[config.mk]
export PLATFORM = sky130hd
export DESIGN_NAME = dma_chain_engine
export DESIGN_NICKNAME = d
export VERILOG_FILES = /design/src/rtl/dma_chain_pkg.sv /design/src/rtl/dma_chain_csr.sv /design/src/rtl/dma_chain_seq.sv /design/src/rtl/dma_chain_engine.sv
export SDC_FILE = /design/constraint.sdc
export NUM_CORES = 1
export LEC_CHECK = 0
export ABC_AREA = 0
export BUFFER_PORTS_ARGS = -buffer_cell sky130_fd_sc_hd__buf_2
export CAP_MARGIN = 20
export CORE_MARGIN = 3
export CORE_UTILIZATION = 49
export DETAILED_ROUTE_END_ITERATION = 10
export PLACE_DENSITY_LB_ADDON = 0.3
export SYNTH_ARGS = -nofsm -noshare
export SYNTH_HDL_FRONTEND = slang
export SYNTH_SLANG_ARGS = --single-unit
[constraint.sdc]
create_clock -name clk -period 3.2 [get_ports clk]
set_input_delay 0.16 -clock clk [delete_from_list [all_inputs] [get_ports clk]]
set_output_delay 0.16 -clock clk [all_outputs]
set_load 0.01 [all_outputs]
[src/rtl/dma_chain_pkg.sv]
package dma_chain_pkg;

  typedef enum logic [3:0] {
    SQ_IDLE, SQ_DBUF, SQ_DCNT, SQ_DNXT, SQ_RD, SQ_TX, SQ_RX, SQ_WR, SQ_WB, SQ_END
  } seq_state_e;

  // count/flags word bit positions
  localparam int CF_LAST = 31;
  localparam int CF_EOP  = 30;
  localparam int CF_IRQ  = 29;
  localparam int CF_SENT = 15;

  // control write bit positions
  localparam int CW_LITTLE = 1;
  localparam int CW_RX     = 2;
  localparam int CW_START  = 4;
  localparam int CW_LOAD   = 5;

  function automatic logic [1:0] lane_shift(input logic [1:0] lane, input logic little);
    return little ? lane : ~lane;
  endfunction

  function automatic logic [7:0] lane_pick(input logic [31:0] w, input logic [1:0] lane,
                                           input logic little);
    logic [1:0] sh;
    sh = lane_shift(lane, little);
    return w[{sh, 3'b000} +: 8];
  endfunction

  function automatic logic [31:0] lane_put(input logic [31:0] w, input logic [1:0] lane,
                                           input logic little, input logic [7:0] b);
    logic [31:0] r;
    logic [1:0]  sh;
    r  = w;
    sh = lane_shift(lane, little);
    r[{sh, 3'b000} +: 8] = b;
    return r;
  endfunction

endpackage

[src/rtl/dma_chain_csr.sv]
module dma_chain_csr
  import dma_chain_pkg::*;
#(
  parameter int AW = 32
) (
  input  logic          clk,
  input  logic          rst_n,
  input  logic          wr,
  input  logic          rd,
  input  logic          sel,
  input  logic [31:0]   wdata,
  output logic [31:0]   rdata,
  output logic          go,
  output logic          active,
  output logic          irq,
  output logic          little,
  output logic          rx_dir,
  output logic [AW-1:0] ptr,
  input  logic          done_evt,
  input  logic          done_irq,
  input  logic          done_last,
  input  logic [AW-1:0] done_next
);

  logic accept;
  assign accept = wr && !active;
  assign go     = accept && !sel && wdata[CW_START] && wdata[CW_LOAD];

  always_ff @(posedge clk) begin
    if (!rst_n) begin
      active <= 1'b0;
      irq    <= 1'b0;
      little <= 1'b0;
      rx_dir <= 1'b0;
      ptr    <= '0;
    end else begin
      if (accept && !sel) begin
        little <= wdata[CW_LITTLE];
        rx_dir <= wdata[CW_RX];
        if (go) active <= 1'b1;
      end
      if (accept && sel) ptr <= wdata[AW-1:0];
      if (done_evt) begin
        if (done_last) active <= 1'b0;
        else           ptr    <= done_next;
      end
      if (done_evt && done_irq) irq <= 1'b1;
      else if (rd && !sel)      irq <= 1'b0;
    end
  end

  always_comb begin
    rdata = '0;
    if (sel) rdata[AW-1:0] = ptr;
    else     rdata[1:0]    = {active, irq};
  end

endmodule

[src/rtl/dma_chain_seq.sv]
module dma_chain_seq
  import dma_chain_pkg::*;
#(
  parameter int AW    = 32,
  parameter int CNT_W = 14
) (
  input  logic          clk,
  input  logic          rst_n,
  input  logic          go,
  input  logic          little,
  input  logic          rx_dir,
  input  logic [AW-1:0] desc_ptr,
  output logic          mem_req,
  output logic          mem_we,
  output logic [AW-1:0] mem_addr,
  output logic [31:0]   mem_wdata,
  input  logic          mem_gnt,
  input  logic [31:0]   mem_rdata,
  output logic          dev_tx_valid,
  input  logic          dev_tx_ready,
  output logic [7:0]    dev_tx_data,
  output logic          dev_tx_eop,
  input  logic          dev_rx_valid,
  output logic          dev_rx_ready,
  input  logic [7:0]    dev_rx_data,
  output logic          done_evt,
  output logic          done_irq,
  output logic          done_last,
  output logic [AW-1:0] done_next
);

  localparam logic [AW-1:0] WORD_STEP = AW'(4);
  localparam logic [CNT_W-1:0] ONE    = CNT_W'(1);

  seq_state_e       st;
  logic [AW-1:0]    buf_addr, nxt;
  logic [31:0]      cnt_word, word;
  logic [CNT_W-1:0] remain;
  logic [1:0]       lane;
  logic             cnt_zero, tx_beat, rx_beat, last_byte;

  assign cnt_zero  = (cnt_word[CNT_W-1:0] == '0);
  assign last_byte = (remain == ONE);
  assign tx_beat   = dev_tx_valid && dev_tx_ready;
  assign rx_beat   = dev_rx_valid && dev_rx_ready;

  always_comb begin
    mem_req   = 1'b0;
    mem_we    = 1'b0;
    mem_addr  = '0;
    mem_wdata = '0;
    unique case (st)
      SQ_DBUF: begin mem_req = 1'b1; mem_addr = desc_ptr; end
      SQ_DCNT: begin mem_req = 1'b1; mem_addr = desc_ptr + WORD_STEP; end
      SQ_DNXT: begin mem_req = 1'b1; mem_addr = desc_ptr + (WORD_STEP << 1); end
      SQ_RD:   begin mem_req = 1'b1; mem_addr = {buf_addr[AW-1:2], 2'b00}; end
      SQ_WR: begin
        mem_req = 1'b1; mem_we = 1'b1;
        mem_addr = {buf_addr[AW-1:2], 2'b00}; mem_wdata = word;
      end
      SQ_WB: begin
        mem_req = 1'b1; mem_we = 1'b1;
        mem_addr = desc_ptr + WORD_STEP;
        mem_wdata = cnt_word | (32'd1 << CF_SENT);
      end
      default: ;
    endcase
  end

  assign dev_tx_valid = (st == SQ_TX);
  assign dev_tx_data  = lane_pick(word, lane, little);
  assign dev_tx_eop   = dev_tx_valid && cnt_word[CF_EOP] && last_byte;
  assign dev_rx_ready = (st == SQ_RX);

  assign done_evt  = (st == SQ_END);
  assign done_irq  = cnt_word[CF_IRQ];
  assign done_last = cnt_word[CF_LAST];
  assign done_next = nxt;

  always_ff @(posedge clk) begin
    if (!rst_n) begin
      st       <= SQ_IDLE;
      buf_addr <= '0;
      nxt      <= '0;
      cnt_word <= '0;
      word     <= '0;
      remain   <= '0;
      lane     <= '0;
    end else begin
      unique case (st)
        SQ_IDLE: if (go) st <= SQ_DBUF;
        SQ_DBUF: if (mem_gnt) begin buf_addr <= mem_rdata[AW-1:0]; st <= SQ_DCNT; end
        SQ_DCNT: if (mem_gnt) begin cnt_word <= mem_rdata; st <= SQ_DNXT; end
        SQ_DNXT: if (mem_gnt) begin
          nxt    <= mem_rdata[AW-1:0];
          remain <= cnt_word[CNT_W-1:0];
          lane   <= '0;
          word   <= '0;
          if (cnt_zero) st <= rx_dir ? SQ_END : SQ_WB;
          else          st <= rx_dir ? SQ_RX  : SQ_RD;
        end
        SQ_RD: if (mem_gnt) begin
          word     <= mem_rdata;
          lane     <= '0;
          buf_addr <= buf_addr + WORD_STEP;
          st       <= SQ_TX;
        end
        SQ_TX: if (tx_beat) begin
          remain <= remain - ONE;
          lane   <= lane + 2'd1;
          if (last_byte)         st <= SQ_WB;
          else if (lane == 2'd3) st <= SQ_RD;
        end
        SQ_RX: if (rx_beat) begin
          word   <= lane_put(word, lane, little, dev_rx_data);
          remain <= remain - ONE;
          lane   <= lane + 2'd1;
          if (last_byte || lane == 2'd3) st <= SQ_WR;
        end
        SQ_WR: if (mem_gnt) begin
          buf_addr <= buf_addr + WORD_STEP;
          word     <= '0;
          lane     <= '0;
          st       <= (remain == '0) ? SQ_END : SQ_RX;
        end
        SQ_WB:   if (mem_gnt) st <= SQ_END;
        SQ_END:  st <= cnt_word[CF_LAST] ? SQ_IDLE : SQ_DBUF;
        default: st <= SQ_IDLE;
      endcase
    end
  end

endmodule

[src/rtl/dma_chain_engine.sv]
module dma_chain_engine #(
  parameter int AW    = 32,
  parameter int CNT_W = 14
) (
  input  logic          clk,
  input  logic          rst_n,
  input  logic          csr_wr,
  input  logic          csr_rd,
  input  logic          csr_sel,
  input  logic [31:0]   csr_wdata,
  output logic [31:0]   csr_rdata,
  output logic          mem_req,
  output logic          mem_we,
  output logic [AW-1:0] mem_addr,
  output logic [31:0]   mem_wdata,
  input  logic          mem_gnt,
  input  logic [31:0]   mem_rdata,
  output logic          dev_tx_valid,
  input  logic          dev_tx_ready,
  output logic [7:0]    dev_tx_data,
  output logic          dev_tx_eop,
  input  logic          dev_rx_valid,
  output logic          dev_rx_ready,
  input  logic [7:0]    dev_rx_data
);

  // named internal events, also observed by the checker
  logic          start_go, run_active, irq_flag, little, rx_dir;
  logic          desc_done, desc_irq, desc_last;
  logic [AW-1:0] desc_ptr, desc_next;

  dma_chain_csr #(.AW(AW)) u_csr (
    .clk(clk), .rst_n(rst_n), .wr(csr_wr), .rd(csr_rd), .sel(csr_sel),
    .wdata(csr_wdata), .rdata(csr_rdata), .go(start_go), .active(run_active),
    .irq(irq_flag), .little(little), .rx_dir(rx_dir), .ptr(desc_ptr),
    .done_evt(desc_done), .done_irq(desc_irq), .done_last(desc_last),
    .done_next(desc_next)
  );

  dma_chain_seq #(.AW(AW), .CNT_W(CNT_W)) u_seq (
    .clk(clk), .rst_n(rst_n), .go(start_go), .little(little), .rx_dir(rx_dir),
    .desc_ptr(desc_ptr), .mem_req(mem_req), .mem_we(mem_we), .mem_addr(mem_addr),
    .mem_wdata(mem_wdata), .mem_gnt(mem_gnt), .mem_rdata(mem_rdata),
    .dev_tx_valid(dev_tx_valid), .dev_tx_ready(dev_tx_ready),
    .dev_tx_data(dev_tx_data), .dev_tx_eop(dev_tx_eop),
    .dev_rx_valid(dev_rx_valid), .dev_rx_ready(dev_rx_ready),
    .dev_rx_data(dev_rx_data), .done_evt(desc_done), .done_irq(desc_irq),
    .done_last(desc_last), .done_next(desc_next)
  );

endmodule

Yosys cells after proc, flatten, opt, wreduce, memory -nomap -nowiden
Cells that the tools add are included.
- word-level logic and storage cells: 131
- register bits after elaboration: 184
- output and inout port bits: 109
- input port bits: 80
- muxes and demuxes: 49
- add/subtract/negate cells: 6
- bitwise logic cells: 1
- reductions and logical operators: 35
- shifts and indexed selects: 3
- eq/ne operators: 25
- operators with widths (cell ; count):
    two-way mux 32 bit ; 7
    case mux 32 bit (2 select lines) ; 2
    case mux 32 bit (4 select lines) ; 1
    case mux 32 bit (3 select lines) ; 1
    adder 32 x 3 -> 32 bit (second input constant) ; 2
    two-way mux 4 bit ; 14
    two-way mux 14 bit ; 3
    case mux 14 bit (3 select lines) ; 1
    case mux 4 bit (10 select lines) ; 1
    adder 32 x 4 -> 32 bit (second input constant) ; 1
    bitwise mux 32 bit ; 1
    variable shift 8 x 7 -> 32 bit (first input constant) ; 1
    indexed part select 32 x 6 -> 8 bit ; 1
    indexed part select 8 x 7 -> 32 bit ; 1
    two-way mux 30 bit ; 1
    zero test 14 bit ; 2
    != test 2 bit (second input constant) ; 10
    == test 4 x 3 -> 1 bit (second input constant) ; 4
    == test 14 x 1 -> 1 bit (second input constant) ; 1
    subtractor 14 x 1 -> 14 bit (second input constant) ; 1
    two-way mux 2 bit ; 6
    AND reduction 4 bit ; 3
    logical AND 1 bit ; 11
    AND reduction 11 bit ; 1
    21 further kinds ; 42

Depth between registers and ports, before layout
- word-level depth: 9
- mapped depth: 9
- gate-level depth less buffers: 7

Hierarchy
From an unflattened synthesis, not the netlist that was laid out.
- cells, all modules: 1439
- area, all modules: 10935.5 µm²
- modules (own cells, without submodules) (module ; times used ; sequential area each (µm²) ; cells each ; area an instance (µm²)):
    dma_chain_seq ; 1 ; 2902.8 ; 1207 ; 9150.0
    dma_chain_csr ; 1 ; 720.7 ; 232 ; 1785.5

Least setup slack after synthesis
No wires, ideal clock.
- kind: reg-to-reg
- from: register u_seq.buf_addr[2]
- to: register u_seq.buf_addr[28]
- buffers on the path: 0
- setup slack: 976 ps
- library setup time: 74 ps
- data arrival time: 2149 ps
- stages on the path, launching flop included: 7
- path through: dfxtp_1 -> ha_1 -> nand3_1 -> or4_4 -> or3_4 -> or4_1 -> a31oi_1
- longest elaborated chain between the ends: 3
- ends and longest elaborated chain (item ; line ; text):
    start, declared ; dma_chain_seq.sv:36 ; logic [AW-1:0] buf_addr, nxt;
    start signal, assigned ; dma_chain_seq.sv:105 ; buf_addr <= buf_addr + WORD_STEP;
    start signal, assigned ; dma_chain_seq.sv:121 ; buf_addr <= buf_addr + WORD_STEP;
    adder 32 x 3 -> 32 bit ; dma_chain_seq.sv:105, dma_chain_seq.sv:121 ;
    two-way mux 32 bit ; dma_chain_seq.sv:102, dma_chain_seq.sv:120 ;
    case mux 32 bit (2 select lines) ; dma_chain_seq.sv:90 ; unique case (st)
Every way passes these cells. The select of a mux whose other input is x is not followed.
A chain may end at the register's enable or synchronous reset.

Worst setup path in the final report
- from: register u_seq.st[0]
- to: output mem_addr[21]
- longest elaborated chain between the ends: 3
- ends and longest elaborated chain (item ; line ; text):
    start, declared ; dma_chain_seq.sv:35 ; seq_state_e st;
    start signal, assigned ; dma_chain_seq.sv:99 ; if (cnt_zero) st <= rx_dir ? SQ_END : SQ_WB;
    start signal, assigned ; dma_chain_seq.sv:100 ; else st <= rx_dir ? SQ_RX : SQ_RD;
    start signal, assigned ; dma_chain_seq.sv:124 ; st <= (remain == '0) ? SQ_END : SQ_RX;
    == test 4 x 2 -> 1 bit (tied with other cells) ; dma_chain_seq.sv:52 ; unique case (st)
    OR reduction 2 bit (no line) ; - ;
    case mux 32 bit (4 select lines) * ; dma_chain_seq.sv:52 ;
    end, declared ; dma_chain_engine.sv:14 ; output logic [AW-1:0] mem_addr,
Mark *: on every way between the ends. The rest lies on a longest branch, timed or not.

==> impl_metrics.toml <==
[run_status]
status = "finished, final reports clean"

[cts]
clk_latency_ps = 450
path_clk_slew_ps = 80
cts_num_sinks = 181
cts_root_buf = "clkbuf_16"
h-tree-depth = 4
cts_tree = "built"
clk_path_buf_depth = 2
cts_buffers = 17

[final_layout]
final_area_um2 = 12900
areaGrowthSynthToFinish_pct = 18.1
layout-drive-gt1-share_pct = 20.1
layout.cells.non_filler = 1866
n_antenna_cell = 0
nets = 1659

[synth]
yosysWarnings = 0
ys_ff_latch = 181
syn-mean-instance-area_um2 = 7.70
ys_types = 80
syn-num-nets = 1506
syn-cell-area_um2 = 10900
synth.yosys.seq_area_share_pct = 33.2
synth_cells = 1420
synth_ff_type = "dfxtp_1"
ys_async_sr_fraction_pct = 0
synth-edff-count = 0

[power]
cellInternalPower_mw = 4.53
p_clk_share_pct = 27.7
power_density_nw_per_um2 = 594
power_mw = 7.67
vdd_drop_max_uv = 436
seqPwrFrac_pct = 38.5
combPwrFrac_pct = 33.8
power_leakage_nw = 5.15
power_switching_mw = 3.14
swShare_pct = 40.9

[worst_setup_path]
path_max_fanout = 17
cp-end-kind = "output pin"
cp_data_arrival_time_ps = 2900
cp.required_ps = 3040
worstSetupStartpointType = "register"
worstSetupStartpoint = "u_seq.st[0]"
timing.rr.start = "u_seq.st[0]"
reg2reg_to = "u_seq.buf_addr[28]"
r2r_cells = 4
rrSetupSlack_ps = 600
worstSetupEndpoint = "mem_addr[21]"
critPathKind = "reg2out"

[route]
vias = 12358
drc = 0
dr.pass1.iters = 6
vias_per_cell = 6.62
initialDrtViolationCount = 1945
wl_mm = 43.5
routedWlPerCell_um = 23.3
postRouteAntennaNets = 0

[job]
cap_violations = 0

[global_route]
gr-usage-all-layers_pct = 34.5
grt_overflow_total = 0
grt_pass1_wl_mm = 65.3
grt_pass1_vias = 10924
antenna_found_initial = 1
grt_max_degree = 69

[min_path]
min_from = "mem_rdata[30]"
min_path_type = "in2reg"

[floorplanning]
die_w_um = 155
die_area_um2 = 24100
die_h_um = 155
ioPinCount = 189
coreArea_um2 = 21900
core.rowCount = 54
initial_core_util_pct = 49.9

[place]
dpl.hpwl_mm = 32.2
dp.cells = 1828
gp_congestion = 1.01
port_buffers = 188
place_area_um2 = 12300
pre_cts_ws_ps = 624

[sta]
finalClockSkew_ps = 13.1
tightest_slew_ps = 1080
setup_ws_ps = 138
finalSetupViolCount = 0
grt_setup_unrepaired = "no"
min_period_ps = 3060
drv_slew = 0
slew_headroom_pct = 27.2
period_share_pct = 95.7
tns_ps = 0
max_freq_mhz = 327
finalHoldViolations = 0
cell usage in the layout (no fill, tap or decap), types with 41 or more instances in the layout:
master and count:
nor2_1 79, a22oi_1 45, nand3_1 45, buf_2 188, and2_1 41, nand2_1 236, dfxtp_1 180, o21ai_0 54
a21oi_1 124, buf_4 61
area by class of cell:
type | count | area [µm²]
Clock buffer | 17 | 425
Clock inverter | 15 | 166
Fill cell | 2065 | 8990
Inverter | 18 | 70.1
Multi-Input combinational cell | 1099 | 6780
Sequential cell | 181 | 3620
Tap cell | 280 | 350
Timing Repair Buffer | 256 | 1490
metrics by stage:
step / utilization, % / hold WS (ps)
floorplan: - / 296
global placement: 56.0 / 431
detailed placement: 56.0 / 436
CTS: 58.9 / 10.1
global route: 59.0 / 13.3
finish: 59.0 / 14.5
sequential cells by signal (all words and copies together) (netlist names):
name             flops
u_csr.ptr           32
u_seq.done_next     32
u_seq.word          32
u_seq.cnt_word      31
u_seq.buf_addr      30
u_seq.remain        14
u_seq.st             4
u_seq.lane           2
u_csr.active         1
u_csr.irq            1
u_csr.little         1
u_csr.rx_dir         1
repair_timing:
action                                  4_1_cts  5_1_grt
endpoints found under the hold margin         6        0
hold buffers                                  5        0
setup buffers                                 0        0
endpoints found under the setup margin        0        8
resized for setup                             0        2
synthesized netlist by cell type (6+ instances only):
cell,n,area share (%)
a211oi_1,39,2.7
xnor2_1,7,0.56
o21ai_0,54,2.5
buf_2,12,0.55
dfxtp_1,181,33
o21a_1,8,0.55
a21o_1,11,0.76
o211ai_1,15,1.0
or3_1,8,0.46
nand4_1,28,1.6
and4_1,9,0.72
and3_1,16,0.92
a22o_1,35,2.8
ha_1,6,0.69
buf_1,11,0.38
nor4_1,20,1.1
xor2_1,9,0.72
o31ai_1,7,0.48
nand2_1,236,8.1
and2_1,41,2.3
nand3_1,46,2.1
a21oi_1,124,5.7
nor2_1,80,2.7
o22ai_1,9,0.52
a31oi_1,14,0.80
inv_1,17,0.58
a22oi_1,45,3.1
o2bb2ai_1,36,2.9
mux2i_1,38,3.5
clkbuf_1,96,3.3
nor3_1,32,1.5
nor3b_1,8,0.55
mux4_2,8,1.6
or4_1,10,0.69
critical path: stages (launching register included):
cell      delay, ps
dfxtp_1         680
buf_4           270
nor4b_4          60
a21oi_1         550
nand2_1         390
o211ai_1        210
o311ai_0        140
buf_2           170
routing by layer:
metal  global-route usage, %  up-vias  routed length, µm
met5                    1.66        -                 48
met3                    8.48      108               5040
met2                    48.3      813              18000
met4                    12.8        2               1770
met1                    51.0     5824              18600
li1                        -     5611                  -
kinds of logic (layout without fill, tap and decap cells):
| group | Yosys count | count (layout) | share of synthesized area [%] |
|---|---|---|---|
| buffers and inverters | 140 | 306 | 5.09 |
| muxes | 48 | 48 | 5.34 |
| AOI/OAI and AO/OA | 462 | 462 | 29.0 |
| adders and majority gates | 6 | 6 | 0.687 |
| and+or+nand+nor | 567 | 567 | 25.4 |
| xor gates and xnor gates | 16 | 16 | 1.28 |
| DFF | 181 | 181 | 33.2 |
worst min-delay path by stage:
stage	end	slack [ps]	depth (start not counted)
6_report	u_seq.cnt_word[30]	10	3
5_1_grt	u_seq.cnt_word[16]	10	3
4_1_cts	u_seq.cnt_word[30]	10	3
3_5_place_dp	u_csr.rx_dir	440	3
3_3_place_gp	u_csr.rx_dir	430	3
2_1_floorplan	u_seq.cnt_word[14]	300	2
power groups by stage:
stage                     logic [mW]  registers [mW]  clock network (mW)
after CTS                       2.52            2.91                2.13
after detailed placement        2.51            2.96                   0
after floorplan                 1.75            2.74                   0
final                           2.59            2.95                2.13
after global placement          2.48            2.95                   0
after global routing            2.79            2.97                2.23
Power figures use the tool's default switching activity.
